[src/rtl/spi_fic_pkg.sv]
package spi_fic_pkg;

  // Status flag positions
  localparam int FLG_RX  = 0;
  localparam int FLG_TX  = 1;
  localparam int FLG_OVR = 2;
  localparam int FLG_MF  = 3;
  localparam int NUM_FLAGS = 4;

  // Control bit positions
  localparam int CB_PORT_EN = 0;
  localparam int CB_TX_IE   = 1;
  localparam int CB_RX_IE   = 2;
  localparam int CB_ERR_IE  = 3;
  localparam int CB_MF_EN   = 4;
  localparam int CTRL_USED  = 5;

  // Flags cleared by the two-step acknowledge sequence
  localparam int NUM_ARMED = 3;

  typedef enum logic [1:0] {
    ACK_DATA_RD = 2'd0,
    ACK_CTRL_WR = 2'd1
  } ack_kind_e;

  typedef struct packed {
    logic mf_en;
    logic err_ie;
    logic rx_ie;
    logic tx_ie;
    logic port_en;
  } ctrl_t;

  typedef struct packed {
    logic stat_rd;
    logic data_rd;
    logic data_wr;
    logic ctrl_wr;
  } bus_acc_t;

endpackage

[src/rtl/spi_fic_armed_flag.sv]
module spi_fic_armed_flag
  import spi_fic_pkg::*;
#(
  parameter ack_kind_e ACK_KIND = ACK_DATA_RD
) (
  input  logic     clk,
  input  logic     rst,
  input  logic     set_evt,
  input  bus_acc_t acc,
  output logic     flag_q
);

  logic armed_q;
  logic ack_hit;
  logic any_acc;
  logic see_set;

  always_comb begin
    if (ACK_KIND == ACK_CTRL_WR) ack_hit = acc.ctrl_wr;
    else                         ack_hit = acc.data_rd;
  end

  assign any_acc = acc.stat_rd | acc.data_rd | acc.data_wr | acc.ctrl_wr;
  assign see_set = acc.stat_rd & flag_q;

  always_ff @(posedge clk) begin
    if (rst) begin
      flag_q  <= 1'b0;
      armed_q <= 1'b0;
    end else begin
      // set event dominates any clear in the same cycle
      if (set_evt)                 flag_q <= 1'b1;
      else if (armed_q && ack_hit) flag_q <= 1'b0;

      if (set_evt)      armed_q <= 1'b0;
      else if (see_set) armed_q <= 1'b1;
      else if (any_acc) armed_q <= 1'b0;
    end
  end

endmodule

[src/rtl/spi_fic_ctrl_reg.sv]
module spi_fic_ctrl_reg
  import spi_fic_pkg::*;
#(
  parameter int CTRL_W = 8
) (
  input  logic              clk,
  input  logic              rst,
  input  logic              wr,
  input  logic [CTRL_W-1:0] wdata,
  output ctrl_t             ctrl,
  output logic [CTRL_W-1:0] ctrl_word
);

  localparam int PAD_W = CTRL_W - CTRL_USED;

  ctrl_t ctrl_q;

  always_ff @(posedge clk) begin
    if (rst)     ctrl_q <= '0;
    else if (wr) ctrl_q <= ctrl_t'(wdata[CTRL_USED-1:0]);
  end

  assign ctrl = ctrl_q;

  generate
    if (PAD_W > 0) begin : g_pad
      assign ctrl_word = {{PAD_W{1'b0}}, ctrl_q};
    end else begin : g_nopad
      assign ctrl_word = ctrl_q;
    end
  endgenerate

endmodule

[src/rtl/spi_fic_irq_combine.sv]
module spi_fic_irq_combine
  import spi_fic_pkg::*;
(
  input  logic [NUM_FLAGS-1:0] flags,
  input  ctrl_t                ctrl,
  output logic                 tx_irq,
  output logic                 rxerr_irq
);

  logic rx_term;
  logic err_term;

  assign tx_irq   = flags[FLG_TX] & ctrl.tx_ie & ctrl.port_en;
  assign rx_term  = flags[FLG_RX] & ctrl.rx_ie;
  assign err_term = ctrl.err_ie & (flags[FLG_OVR] | flags[FLG_MF]);
  assign rxerr_irq = rx_term | err_term;

endmodule

[src/rtl/spi_flag_irq_ctrl.sv]
module spi_flag_irq_ctrl
  import spi_fic_pkg::*;
#(
  parameter int CTRL_W = 8
) (
  input  logic              clk,
  input  logic              rst,
  input  logic              rx_load_stb,
  input  logic              tx_move_stb,
  input  logic              ovr_stb,
  input  logic              mfault_stb,
  input  logic              stat_rd,
  input  logic              data_rd,
  input  logic              data_wr,
  input  logic              ctrl_wr,
  input  logic [CTRL_W-1:0] ctrl_wdata,
  output logic [3:0]        status_q,
  output logic [CTRL_W-1:0] ctrl_q,
  output logic              tx_irq,
  output logic              rxerr_irq
);

  bus_acc_t acc;
  ctrl_t    ctrl;
  logic     tx_empty_q;
  logic [NUM_ARMED-1:0] armed_set;
  logic [NUM_ARMED-1:0] armed_flag;

  // flag index served by each armed cell
  localparam int ARMED_IDX [NUM_ARMED] = '{FLG_RX, FLG_OVR, FLG_MF};

  assign acc.stat_rd = stat_rd;
  assign acc.data_rd = data_rd;
  assign acc.data_wr = data_wr;
  assign acc.ctrl_wr = ctrl_wr;

  spi_fic_ctrl_reg #(.CTRL_W(CTRL_W)) u_ctrl (
    .clk      (clk),
    .rst      (rst),
    .wr       (ctrl_wr),
    .wdata    (ctrl_wdata),
    .ctrl     (ctrl),
    .ctrl_word(ctrl_q)
  );

  assign armed_set[0] = rx_load_stb;
  assign armed_set[1] = ovr_stb;
  assign armed_set[2] = mfault_stb & ctrl.mf_en;

  generate
    for (genvar i = 0; i < NUM_ARMED; i++) begin : g_armed
      if (ARMED_IDX[i] == FLG_MF) begin : g_ctrl_ack
        spi_fic_armed_flag #(.ACK_KIND(ACK_CTRL_WR)) u_flag (
          .clk    (clk),
          .rst    (rst),
          .set_evt(armed_set[i]),
          .acc    (acc),
          .flag_q (armed_flag[i])
        );
      end else begin : g_data_ack
        spi_fic_armed_flag #(.ACK_KIND(ACK_DATA_RD)) u_flag (
          .clk    (clk),
          .rst    (rst),
          .set_evt(armed_set[i]),
          .acc    (acc),
          .flag_q (armed_flag[i])
        );
      end
    end
  endgenerate

  // transmit empty: set by buffer move, cleared by a data write
  always_ff @(posedge clk) begin
    if (rst)              tx_empty_q <= 1'b1;
    else if (tx_move_stb) tx_empty_q <= 1'b1;
    else if (data_wr)     tx_empty_q <= 1'b0;
  end

  always_comb begin
    status_q = '0;
    status_q[FLG_TX] = tx_empty_q;
    for (int i = 0; i < NUM_ARMED; i++) status_q[ARMED_IDX[i]] = armed_flag[i];
  end

  spi_fic_irq_combine u_irq (
    .flags    (status_q),
    .ctrl     (ctrl),
    .tx_irq   (tx_irq),
    .rxerr_irq(rxerr_irq)
  );

endmodule

[config.mk]
export PLATFORM = sky130hd
export DESIGN_NAME = spi_flag_irq_ctrl
export DESIGN_NICKNAME = d
export VERILOG_FILES = /design/src/rtl/spi_fic_pkg.sv /design/src/rtl/spi_fic_armed_flag.sv /design/src/rtl/spi_fic_ctrl_reg.sv /design/src/rtl/spi_fic_irq_combine.sv /design/src/rtl/spi_flag_irq_ctrl.sv
export SDC_FILE = /design/constraint.sdc
export NUM_CORES = 1
export LEC_CHECK = 0
export ABC_AREA = 0
export BUFFER_PORTS_ARGS = -buffer_cell sky130_fd_sc_hd__buf_2
export CAP_MARGIN = 20
export CORE_AREA = 2 2 39 41
export DETAILED_ROUTE_END_ITERATION = 12
export DIE_AREA = 0 0 41 43
export PLACE_DENSITY = 0.85
export SYNTH_ARGS = -nofsm -noshare
export SYNTH_HDL_FRONTEND = slang
export SYNTH_SLANG_ARGS = --single-unit
[constraint.sdc]
create_clock -name clk -period 1.7 [get_ports clk]
set_input_delay 0.34 -clock clk [delete_from_list [all_inputs] [get_ports clk]]
set_output_delay 0.34 -clock clk [all_outputs]
set_load 0.05 [all_outputs]
==> results.cfg <==
[cells_and_area]
fillers = 144
fin_area_um2 = 627
finalNonFillerCells = 94
antenna_cells = 0
final_nets = 98
syn2layout_area_growth_pct = 20.4
drive_above_1_share_pct = 38.5
final_util_pct = 45.3

[setup_path]
cp.arrival_ns = 1.07
setup.worst_path.end_class = output pin
crit_required_ns = 1.36
criticalPathCategory = reg -> out
cp-start-kind = flip-flop
cp_max_fo = 4

[floorplan]
rows = 14
die_y_um = 43
die_w_um = 41
die_area_um2 = 1760
ios = 32
initial_core_util_pct = 37.6
coreArea_um2 = 1380

[cts]
clock_path_buffers = 2
clkTransAtPathRegs_ns = 0.07
htreeDepth = 1
clock-root-buffer = clkbuf_4
cts_inserted_buffers = 3
ctsResizeCount = 0
holdBufCountCts = 0
worstSkewPairLatency_ns = 0.27
cts_post_setup_buffers_inserted = 0
cts_tree = built
cts.sinks = 12

[placed_design]
hpwl_um = 750
numPortBuffers = 25
gp_congestion = 0.769
dpl-instance-area_um2 = 604
post-place-ws_ns = 0.595
placed_cells = 91

[power]
power_density_nw_per_um2 = 962
total_power_mw = 0.603
power_switching_mw = 0.190
p_int_mw = 0.413
power_leakage_nw = 0.323
pwr-share-seq_pct = 50.8
swShare_pct = 31.5
vdd_drop_max_v = 0.000453
clkPwrFrac_pct = 27.4
comb_power_share_pct = 21.8

[route]
viasPerCell = 4.85
totalWireLength_um = 953
drt_iter0_drc = 2
route.detailed.drc = 0
drtAntennaViolNets = 0
firstDrtPassIters = 4
via_count = 456
wl_per_cell_um = 10.1

[yosys]
yosys.cell_count.top_type = dfxtp_1
synth_area_per_cell_um2 = 9.13
synth_cells = 57
synth_area_leaders = dfxtp_1 46%, buf_4 10%, mux2i_1 9.6%
synthesis.area_um2 = 520
ys.flop_type = dfxtp_1
ys_warn_count = 0
async_flop_share_pct = 0
synth.distinct_cells = 17
yosysSeqAreaShare_pct = 46.2
ys_ff_latch = 12
synth_edf_count = 0
synth.top_cell.area_share_pct = 46.2
synth_top_cell_by_area = dfxtp_1
synth_common_cells = 12 x dfxtp_1, 11 x nor2_1, 7 x buf_4

[timing]
setup_ws_ns = 0.293
setup_viol = 0
min_period_ns = 1.41
max_freq_ghz = 0.711
drv_slew = 0
setup_tns_ns = 0
finalHoldViolCount = 0
whs_ns = 0.235
rsz0062_at_grt = no
post-route-period-util_pct = 82.8
fin_skew_ns = 0.00102

[grt]
grt_pass1_wl_mm = 1.33
overflow = 0
first_global_vias = 350
grt_start_max_net_pins = 12
grt_use_total_pct = 11.3
antenna_found_initial = 0

[run]
cap_viol_max_count = 0

[outcome]
outcome = complete, no violations

[min_path]
hp-class = in -> reg
[sequential cells by signal (all words and copies together) (netlist names)]
signal / count
g_armed.g_ctrl_ack.u_flag.flag_q: 1
g_armed.g_ctrl_ack.u_flag.armed_q: 1
u_ctrl.ctrl: 5
g_armed.g_data_ack.u_flag.armed_q: 2
g_armed.g_data_ack.u_flag.flag_q: 2
tx_empty_q: 1
[final timing paths]
| kind | from | depth (start not counted) | end | slack [ns] |
|---|---|---|---|---|
| hold reg to reg | tx_empty_q | 2 | tx_empty_q | 0.49 |
| hold / removal | rx_load_stb | 2 | g_armed[0].g_data_ack.u_flag.armed_q | 0.23 |
| setup / recovery | g_armed[2].g_ctrl_ack.u_flag.flag_q | 3 | rxerr_irq | 0.29 |
| setup reg to reg | g_armed[1].g_data_ack.u_flag.armed_q | 3 | g_armed[1].g_data_ack.u_flag.flag_q | 1.01 |
[final cells by class]
type	instances	area [µm²]	area share (%)
Tap cell	16	20.0	3.19
Inverter	1	3.75	0.599
Sequential cell	12	240	38.3
Timing Repair Buffer	25	125	20.0
Clock buffer	3	22.5	3.59
Multi-Input combinational cell	37	215	34.3
[layout by cell type, fill, tap and decap left out]
cell type,Yosys,layout
dfxtp_1,12,12
and3_1,1,1
nor2_2,1,1
o21ai_0,2,2
mux2i_1,5,5
clkbuf_4,0,3
inv_1,1,1
conb_1,1,3
nand2_1,5,5
nor3_4,1,1
a32oi_1,3,3
buf_2,1,25
nor2_1,11,11
a21oi_1,3,3
a22oi_1,1,1
nor2b_1,1,1
[critical path, cell delays in order, from the launching register on]
cell     delay, ns
dfxtp_1       0.38
o21ai_0       0.10
nand2_1       0.07
buf_2         0.25
[cells by family (layout without fill, tap and decap cells)]
group                  count (synthesis)  in the layout  share of synthesized area [%]
DFF                                   12             12                           46.2
other                                  1              3                          0.720
muxes                                  5              5                           9.62
AOI/OAI and AO/OA                      9              9                           11.3
buffers and inverters                 10             29                           13.9
and+or+nand+nor                       20             20                           18.3
[power groups by stage]
stage / clock, mW / combinational (mW) / sequential [mW]
2_1_floorplan: 0 / 0.0871 / 0.335
3_3_place_gp: 0 / 0.131 / 0.312
3_5_place_dp: 0 / 0.132 / 0.312
4_1_cts: 0.172 / 0.133 / 0.306
5_1_grt: 0.185 / 0.141 / 0.308
6_report: 0.165 / 0.132 / 0.306
[metal layers]
layer / GRT usage [%] / wire [µm] / up-vias
met5: 0 / 0 / -
li1: - / - / 226
met3: 1.57 / 93 / 5
met1: 13.5 / 427 / 203
met4: 10.0 / 29 / 0
met2: 16.6 / 402 / 22
(Power assumes the default switching activity.)
